--- src/rtl/acc_pkg.sv ---
package acc_pkg;
  typedef enum logic [2:0] {
    OP_AND   = 3'd0,
    OP_ADD   = 3'd1,
    OP_LOAD  = 3'd2,
    OP_REG   = 3'd3,
    OP_INPUT = 3'd4
  } op_kind_t;

  localparam int FIELD_W  = 12;
  localparam int TOP_BIT  = FIELD_W - 1;
  // actions run from field bit 11 down to bit 5
  localparam int NSTAGE   = 7;
  localparam int B_SKPOS  = 4;
  localparam int B_SKNEG  = 3;
  localparam int B_SKZERO = 2;
  localparam int B_SKFLG  = 1;
  localparam int B_HALT   = 0;
endpackage

--- src/rtl/acc_regchain.sv ---
module acc_regchain #(
  parameter int DW = 16
) (
  input  logic [DW-1:0]              acc_i,
  input  logic                       flag_i,
  input  logic [acc_pkg::FIELD_W-1:0] field_i,
  output logic [DW-1:0]              acc_o,
  output logic                       flag_o
);
  import acc_pkg::*;

  localparam logic [DW-1:0] ONE = {{(DW-1){1'b0}}, 1'b1};

  // state word: {flag, accumulator}
  function automatic logic [DW:0] apply_stage(input int k, input logic [DW:0] s);
    logic [DW-1:0] a;
    logic          f;
    a = s[DW-1:0];
    f = s[DW];
    case (k)
      0: a = '0;
      1: f = 1'b0;
      2: a = ~a;
      3: f = ~f;
      4: {a, f} = {f, a};
      5: {f, a} = {a, f};
      6: a = a + ONE;
      default: ;
    endcase
    return {f, a};
  endfunction

  logic [DW:0] chain [NSTAGE+1];

  assign chain[0] = {flag_i, acc_i};

  for (genvar k = 0; k < NSTAGE; k++) begin : g_stage
    assign chain[k+1] = field_i[TOP_BIT-k] ? apply_stage(k, chain[k]) : chain[k];
  end

  assign acc_o  = chain[NSTAGE][DW-1:0];
  assign flag_o = chain[NSTAGE][DW];
endmodule

--- src/rtl/acc_memop.sv ---
module acc_memop #(
  parameter int DW = 16,
  parameter int CW = 8
) (
  input  acc_pkg::op_kind_t kind_i,
  input  logic [DW-1:0]     acc_i,
  input  logic              flag_i,
  input  logic [DW-1:0]     data_i,
  input  logic [CW-1:0]     char_i,
  output logic [DW-1:0]     acc_o,
  output logic              flag_o
);
  import acc_pkg::*;

  logic [DW:0] sum;

  assign sum = {1'b0, acc_i} + {1'b0, data_i};

  always_comb begin
    acc_o  = acc_i;
    flag_o = flag_i;
    case (kind_i)
      OP_AND:   acc_o = acc_i & data_i;
      OP_ADD:   {flag_o, acc_o} = sum;
      OP_LOAD:  acc_o = data_i;
      OP_INPUT: acc_o = {acc_i[DW-1:CW], char_i};
      default:  ;
    endcase
  end
endmodule

--- src/rtl/acc_cond.sv ---
module acc_cond #(
  parameter int DW = 16
) (
  input  logic [DW-1:0]               acc_i,
  input  logic                        flag_i,
  input  logic [acc_pkg::FIELD_W-1:0] field_i,
  output logic                        skip_o,
  output logic                        halt_o
);
  import acc_pkg::*;

  logic sign;
  logic zero;

  assign sign = acc_i[DW-1];
  assign zero = (acc_i == '0);

  assign skip_o = (field_i[B_SKPOS]  & ~sign)
                | (field_i[B_SKNEG]  &  sign)
                | (field_i[B_SKZERO] &  zero)
                | (field_i[B_SKFLG]  & ~flag_i);
  assign halt_o = field_i[B_HALT];
endmodule

--- src/rtl/acc_unit.sv ---
module acc_unit #(
  parameter int DW = 16,
  parameter int CW = 8
) (
  input  logic          clk,
  input  logic          rst_n,
  input  logic          op_valid,
  input  logic [2:0]    op_kind,
  input  logic [DW-1:0] data_in,
  input  logic [11:0]   field,
  input  logic [CW-1:0] char_in,
  output logic [DW-1:0] acc_q,
  output logic          flag_q,
  output logic          skip_req,
  output logic          halt_req
);
  import acc_pkg::*;

  op_kind_t      kind;
  logic [DW-1:0] reg_acc, mem_acc;
  logic          reg_flag, mem_flag;
  logic          skip_c, halt_c;
  logic          is_reg, is_mem;

  assign kind   = op_kind_t'(op_kind);
  assign is_reg = op_valid && (kind == OP_REG);
  assign is_mem = op_valid && (kind == OP_AND || kind == OP_ADD ||
                               kind == OP_LOAD || kind == OP_INPUT);

  acc_regchain #(.DW(DW)) u_chain (
    .acc_i  (acc_q),
    .flag_i (flag_q),
    .field_i(field),
    .acc_o  (reg_acc),
    .flag_o (reg_flag)
  );

  acc_memop #(.DW(DW), .CW(CW)) u_mem (
    .kind_i (kind),
    .acc_i  (acc_q),
    .flag_i (flag_q),
    .data_i (data_in),
    .char_i (char_in),
    .acc_o  (mem_acc),
    .flag_o (mem_flag)
  );

  acc_cond #(.DW(DW)) u_cond (
    .acc_i  (acc_q),
    .flag_i (flag_q),
    .field_i(field),
    .skip_o (skip_c),
    .halt_o (halt_c)
  );

  always_ff @(posedge clk or negedge rst_n) begin
    if (!rst_n) begin
      acc_q    <= '0;
      flag_q   <= 1'b0;
      skip_req <= 1'b0;
      halt_req <= 1'b0;
    end else begin
      if (is_reg) begin
        acc_q  <= reg_acc;
        flag_q <= reg_flag;
      end else if (is_mem) begin
        acc_q  <= mem_acc;
        flag_q <= mem_flag;
      end
      skip_req <= is_reg && skip_c;
      halt_req <= is_reg && halt_c;
    end
  end
endmodule

--- config.mk ---
export PLATFORM = sky130hd
export DESIGN_NAME = acc_unit
export DESIGN_NICKNAME = d
export VERILOG_FILES = /design/src/rtl/acc_pkg.sv /design/src/rtl/acc_regchain.sv /design/src/rtl/acc_memop.sv /design/src/rtl/acc_cond.sv /design/src/rtl/acc_unit.sv
export SDC_FILE = /design/constraint.sdc
export NUM_CORES = 1
export LEC_CHECK = 0
export ABC_AREA = 1
export CAP_MARGIN = 20
export CORE_MARGIN = 2
export CORE_UTILIZATION = 40
export CTS_CLUSTER_DIAMETER = 100
export DETAILED_ROUTE_END_ITERATION = 7
export PLACE_DENSITY_LB_ADDON = 0.15
export SLEW_MARGIN = 5
export SYNTH_ARGS = -nofsm -noshare
export SYNTH_HDL_FRONTEND = slang
export SYNTH_SLANG_ARGS = --single-unit
--- constraint.sdc ---
create_clock -name clk -period 2.7 [get_ports clk]
set_input_delay 0.405 -clock clk [delete_from_list [all_inputs] [get_ports clk]]
set_output_delay 0.405 -clock clk [all_outputs]
set_load 0.02 [all_outputs]
==> run_results.csv, run 1 <==
group,metric,value,unit
yosys,ys.flop_type,"dfrtp_1",
finish,synthToLayoutAreaGrowth,23.49,%
floorplanning,die_x,96.75,um
clocking,h-tree-depth,1,
timing,period_minus_slack,2.426,ns
global_routing,overflow,0,
global_routing,grt_max_degree,20,
global_routing,grt_usage,0.2306,
pwr,powerDensity,428.1,mW/mm^2
global_routing,grt_pass1_wl,18270,um
pwr,ir_worst_vdd,0.2857,mV
routing,wl_per_cell,14.38,um
routing,drc_errors,0,
pwr,sw_frac_of_total,0.4950,
floorplanning,num_io_pins,61,
timing,clock.fmax,0.4122,GHz
yosys,synth_fp_nets,656,
hold_path,hp-class,"in2async",
finish,regArea,475.5,um^2
yosys,avgSynthCellArea,5.773,um^2
worst_setup_path,path_class,"in2reg",
floorplanning,die_height,96.75,um
pwr,combPwrFrac,0.659,
yosys,ys_seq_area_frac,0.1382,
global_routing,grt.busiest_layer,"met2",
floorplanning,die_area,0.009360,mm^2
timing,timing.slew.headroom,0.4019,
global_routing,use_met1,0.3249,
worst_setup_path,critPathCaptureType,"flip-flop",
status,outcome,"finished, final reports clean",
yosys,synth-edff-count,0,
clocking,cts_hold_buf,0,
yosys,ys_types,46,
timing,worstMarginPinSlew,0.8944,ns
global_routing,use_met3,0.02818,
global_routing,grt.met2_usage,0.3937,
pwr,leakage,2.102,nW
finish,diodes,0,
timing,setup_viol,0,
pwr,pwr-share-clk,0.111,
finish,fin_util,0.5145,
timing,fin_crit_sh,0.8985,
floorplanning,core.rowCount,33,
finish,final_nets,724,
yosys,synth_warnings,0,
yosys,postSynthCellCount,596,
clocking,post_cts_resized,0,
clocking,clock-sinks,19,
clocking,clkLatencyLatePin,0.26,ns
worst_setup_path,worstSetupStartpointType,"input pin",
global_routing,antenna_found_initial,0,
clocking,clkTransAtPathRegs,0.08,ns
floorplanning,start_util,0.4167,
placed_design,hpwl,9102,um
clocking,cts_setup_buffers,0,
global_routing,grt_pass1_vias,3797,
floorplanning,core,0.008258,mm^2
yosys,syn-cell-area,0.003441,mm^2
timing,timing.hold.ws,0.6404,ns
finish,final_layout_size_suffix_gt1_frac,0.1131,
finish,multi_input_area,0.002610,mm^2
routing,routed_via_density,5.395,
yosys,synth_seq_cells,19,
finish,fill_cells,882,
clocking,clock_path_buffers,2,
timing,hold_viol,0,
routing,drt_iter0_markers,270,
routing,via_count,4143,
timing,fin_skew,0.01161,ns
worst_setup_path,cp_max_fo,4,
routing,dr.pass1.iters,6,
timing,setup_tns,0,ns
pwr,p_seq_frac,0.230,
placed_design,port_buffers,60,
timing,final_max_slew_viol_count,0,
clocking,numCtsBuffers,3,
run,drv_cap,0,
worst_setup_path,cp.arrival,2.57,ns
pwr,p_sw,0.9004,mW
placed_design,place_congestion,0.9678,
clocking,root_buffer,"clkbuf_8",
worst_setup_path,crit_required,2.85,ns
routing,ant_nets,0,
routing,routed_wl,11050,um
pwr,p_int,0.9185,mW
yosys,synth_async_sr_flop_share,1.000,
clocking,cts_tree,"built",
timing,grt_setup_unrepaired,"no",
[cell usage in the layout (no fill, tap or decap), drive strengths merged, types with 3 or more instances in the layout]
cell and n:
a21oi 47, a221oi 3, a22o 3, a22oi 6
buf 22, clkbuf 3, clkdlybuf4s50 60, dfrtp 19
ha 17, inv 57, nand2 199, nand3 110
nand3b 4, nand4 6, nor2 58, o21ai 22
or2 4
[per-layer routing]
metal / vias to the layer above / wire length (um)
met5: - / 0
met4: 0 / 61
met3: 6 / 534
met2: 111 / 5185
met1: 1886 / 5266
li1: 2140 / -
[power by group through the flow]
stage | Clock [mW] | Combinational (mW) | Sequential, mW
after global placement | 0 | 1.18 | 0.424
after CTS | 0.208 | 1.20 | 0.418
after detailed placement | 0 | 1.19 | 0.423
after global routing | 0.225 | 1.34 | 0.426
after floorplan | 0 | 0.730 | 0.461
final | 0.202 | 1.20 | 0.419
[registers in the layout (all words and copies together) (netlist names)]
signal / count
acc_q: 16
flag_q: 1
halt_req: 1
skip_req: 1
[layout make-up]
class,instances,share of cell area
inverters,58,0.05183
clock buffers,3,0.009717
well taps,105,0.03092
clock inverters,1,0.001178
flip-flops and latches,19,0.1119
multi-input cells,500,0.6143
repair buffers,82,0.1802
[cells in the mapped netlist (5+ instances only)]
| library cell | instances | area, um^2 |
|---|---|---|
| ha_1 | 17 | 212.7 |
| a21oi_1 | 45 | 225.2 |
| o21ai_1 | 5 | 25.02 |
| nand3_1 | 97 | 485.5 |
| a22oi_1 | 6 | 45.04 |
| nand4_1 | 6 | 37.54 |
| buf_6 | 7 | 78.83 |
| nor2_1 | 49 | 183.9 |
| nand2_1 | 184 | 690.7 |
| buf_2 | 6 | 30.03 |
| nand2_2 | 12 | 75.07 |
| o21ai_0 | 17 | 85.08 |
| nor2_2 | 5 | 31.28 |
| nand3_2 | 13 | 130.1 |
| dfrtp_1 | 19 | 475.5 |
| inv_1 | 52 | 195.2 |
[final timing paths]
check	end	cells after the start	slack, ns	startpoint
worst max-delay path	acc_q[11]	14	0.27	data_in[6]
worst min-delay path	acc_q[3]	1	0.64	rst_n
worst max register to register	acc_q[11]	13	0.30	acc_q[6]
worst min register to register	acc_q[0]	2	0.66	acc_q[0]
max in group asynchronous	acc_q[12]	1	1.50	rst_n
min in group clk	acc_q[0]	2	0.66	acc_q[0]
[through the flow]
| stage | setup slack [ns] | total power, mW | instance area (um^2) | std cells |
|---|---|---|---|---|
| after floorplan | 0.4405 | 1.191 | 3441 | 596 |
| after global placement | 0.09060 | 1.601 | 4203 | 764 |
| after detailed placement | 0.03940 | 1.614 | 4203 | 764 |
| after CTS | 0.3046 | 1.823 | 4249 | 768 |
| after global routing | 0.03542 | 1.994 | 4249 | 768 |
| final | 0.2741 | 1.819 | 4249 | 768 |
[cell families (layout without fill, tap and decap cells)]
kind of cell / after synthesis / in the layout / synth area share
AOI/OAI and AO/OA: 95 / 95 / 0.1615
xor gates and xnor gates: 2 / 2 / 0.005092
adders and majority gates: 18 / 18 / 0.06764
buffers and inverters: 77 / 144 / 0.1033
DFF: 19 / 19 / 0.1382
and+or+nand+nor: 385 / 385 / 0.5244
[critical path: stages]
cell             delay [ns]
clkdlybuf4s50_1        0.43
ha_1                   0.35
inv_1                  0.07
o21bai_1               0.29
a21oi_1                0.08
nand2_1                0.19
a21oi_1                0.13
or2_2                  0.28
nand2_1                0.07
nand2_1                0.05
nand2_1                0.08
nand2_1                0.06
nand2_1                0.05
nand2_1                0.05
Power figures use the tool's default switching activity.
==> inputs of run 2 (changes only) <==
Settings changed: HOLD_SLACK_MARGIN from default to 0.06.
==> results of run 2 <==
The final DEF is identical to that of run 1; final timing and power are the same.
==> inputs of run 3 (changes only) <==
Settings changed: GPL_ROUTABILITY_DRIVEN from default to 0, GPL_TIMING_DRIVEN from default to 0.
==> run 3 against run 2 <==
Maximum frequency decreased by 5.7%. Design area decreased by 0.77%. Via count increased by 2.2%. Sequential cell count unchanged. Worst hold slack improved by 0.0024 ns. Die area unchanged. Combinational power decreased by 3%. Clock power about the same. Global-route usage increased by 0.14 points. Register-to-register slack got worse by 0.06 ns. Sequential share of layout area increased by 0.086 points. Cell count decreased by 0.65%. Highest routed layer unchanged.
==> run_results.csv, run 3 (synthesis results as in run 1) <==
group,metric,value,unit
status,outcome,"finished, final reports clean",
worst_setup_path,crit_start,"data_in[0]",
timing,worstMarginPinSlew,0.8831,ns
timing,timing.slew.headroom,0.4094,
routing,routed_via_density,5.552,
timing,grt_setup_unrepaired,"no",
worst_setup_path,critPathCaptureType,"flip-flop",
global_routing,antenna_found_initial,0,
timing,hold_viol,0,
floorplanning,die_area,0.009360,mm^2
finish,synthToLayoutAreaGrowth,22.55,%
routing,dr.pass1.iters,6,
global_routing,grt_usage,0.2320,
pwr,sw_frac_of_total,0.5006,
finish,mostFrequentLayoutCell,"nand2_1",
floorplanning,die_height,96.75,um
clocking,h-tree-depth,1,
clocking,root_buffer,"clkbuf_8",
global_routing,overflow,0,
run,drv_cap,0,
routing,via_count,4236,
pwr,combPwrFrac,0.642,
clocking,clock-sinks,19,
global_routing,grt_max_degree,20,
pwr,powerDensity,427.0,mW/mm^2
timing,fin_skew,0.01076,ns
finish,postLayoutCellArea,0.004217,mm^2
floorplanning,num_io_pins,61,
finish,top_register,"acc_q",
pwr,pwr-share-clk,0.113,
routing,wl_per_cell,14.60,um
finish,final_nets,719,
finish,fin_util,0.5106,
worst_setup_path,cp_max_fo,5,
routing,drc_errors,0,
finish,layout_common_cells,"nand2_1, nand3_1, clkdlybuf4s50_1",
worst_setup_path,worstSetupStartpointType,"input pin",
finish,final_layout_size_suffix_gt1_frac,0.1033,
placed_design,port_buffers,58,
worst_setup_path,crit_required,2.88,ns
pwr,p_sw,0.9014,mW
floorplanning,die_x,96.75,um
clocking,clkLatencyLatePin,0.26,ns
hold_path,hp-class,"in2async",
finish,largest_register_ffs,16,
floorplanning,start_util,0.4167,
pwr,p_seq_frac,0.245,
worst_setup_path,reg2reg_slack,0.24,ns
timing,setup_viol,0,
timing,fin_crit_sh,0.9524,
placed_design,place_area,0.004153,mm^2
routing,ant_nets,0,
finish,fill_cells,892,
timing,period_minus_slack,2.572,ns
routing,drt_iter0_markers,304,
finish,diodes,0,
worst_setup_path,r2r_start,"acc_q[0]",
clocking,clock_path_buffers,2,
pwr,leakage,2.067,nW
pwr,ir_worst_vdd,0.3108,mV
clocking,numCtsBuffers,3,
floorplanning,core,0.008258,mm^2
global_routing,grt_pass1_wl,18200,um
timing,final_max_slew_viol_count,0,
timing,clock.fmax,0.3889,GHz
placed_design,hpwl,9075,um
timing,setup_tns,0,ns
worst_setup_path,cp.arrival,2.75,ns
pwr,p_int,0.8992,mW
global_routing,grt_pass1_vias,3693,
floorplanning,core.rowCount,33,
clocking,clkTransAtPathRegs,0.08,ns
worst_setup_path,path_class,"in2reg",
timing,timing.hold.ws,0.6428,ns
routing,routed_wl,11140,um
clocking,cts_tree,"built",
[run 3: cell count changes in the layout (fill, tap and decap cells not counted), sizes merged]
cell / change
buf: -6
clkinv: -1
clkbuf: +4
clkdlybuf4s50: -2
[run 3: power groups by stage]
stage                     clock network [mW]  registers, mW  logic (mW)
after floorplan                            0          0.461       0.730
after global placement                     0          0.447        1.11
after detailed placement                   0          0.449        1.13
after CTS                              0.205          0.443        1.13
after global routing                   0.218          0.452        1.29
final                                  0.204          0.441        1.16
[run 3: repair_timing]
| item | in CTS | in global routing |
|---|---|---|
| setup buffers | 0 | 0 |
| setup endpoints to repair | 1 | 4 |
| hold buffers | 0 | 0 |
| resized for setup | 1 | 4 |
[run 3: layer usage]
| layer | up-vias | part of all wire | track usage |
|---|---|---|---|
| li1 | 2123 | - | - |
| met1 | 1951 | 0.48 | 0.3442 |
| met2 | 154 | 0.45 | 0.3729 |
| met3 | 8 | 0.064 | 0.03251 |
| met4 | 0 | 0.0074 | 0.01842 |
| met5 | - | 0 | 0 |
[run 3: path summary, 6_finish.rpt]
path,depth (start not counted),endpoint
max in group asynchronous,1,acc_q[8]
min in group clk,2,acc_q[7]
worst max-delay path,13,flag_q
worst max register to register,12,flag_q
worst min-delay path,1,acc_q[7]
worst min register to register,2,acc_q[7]
[run 3: final cells by class]
| type | count | area, um^2 | area share |
|---|---|---|---|
| Multi-Input combinational cell | 500 | 2629 | 0.6234 |
| Timing Repair Buffer | 58 | 580.6 | 0.1377 |
| Sequential cell | 19 | 475.5 | 0.1128 |
| Inverter | 58 | 220.2 | 0.05223 |
| Buffer | 19 | 135.1 | 0.03205 |
| Tap cell | 105 | 131.4 | 0.03116 |
| Clock buffer | 4 | 45.04 | 0.01068 |
[run 3: per-stage QoR]
step | total power [mW] | worst slack, ns | instances
floorplan | 1.191 | 0.4405 | 596
finish | 1.801 | 0.1285 | 763
detailed placement | 1.576 | -0.3548 | 759
CTS | 1.781 | 0.06150 | 763
global placement | 1.559 | -0.2824 | 759
global route | 1.961 | 0.003501 | 763
[run 3: worst max-delay path: stages]
cell,delay [ns]
clkdlybuf4s50_1,0.49
ha_1,0.17
inv_1,0.07
fa_1,0.42
o21ai_4,0.23
nand2_1,0.08
nand2_1,0.12
nand3_1,0.13
nand2_1,0.08
nand2_1,0.06
a21boi_0,0.16
o21ai_0,0.16
a22oi_1,0.19
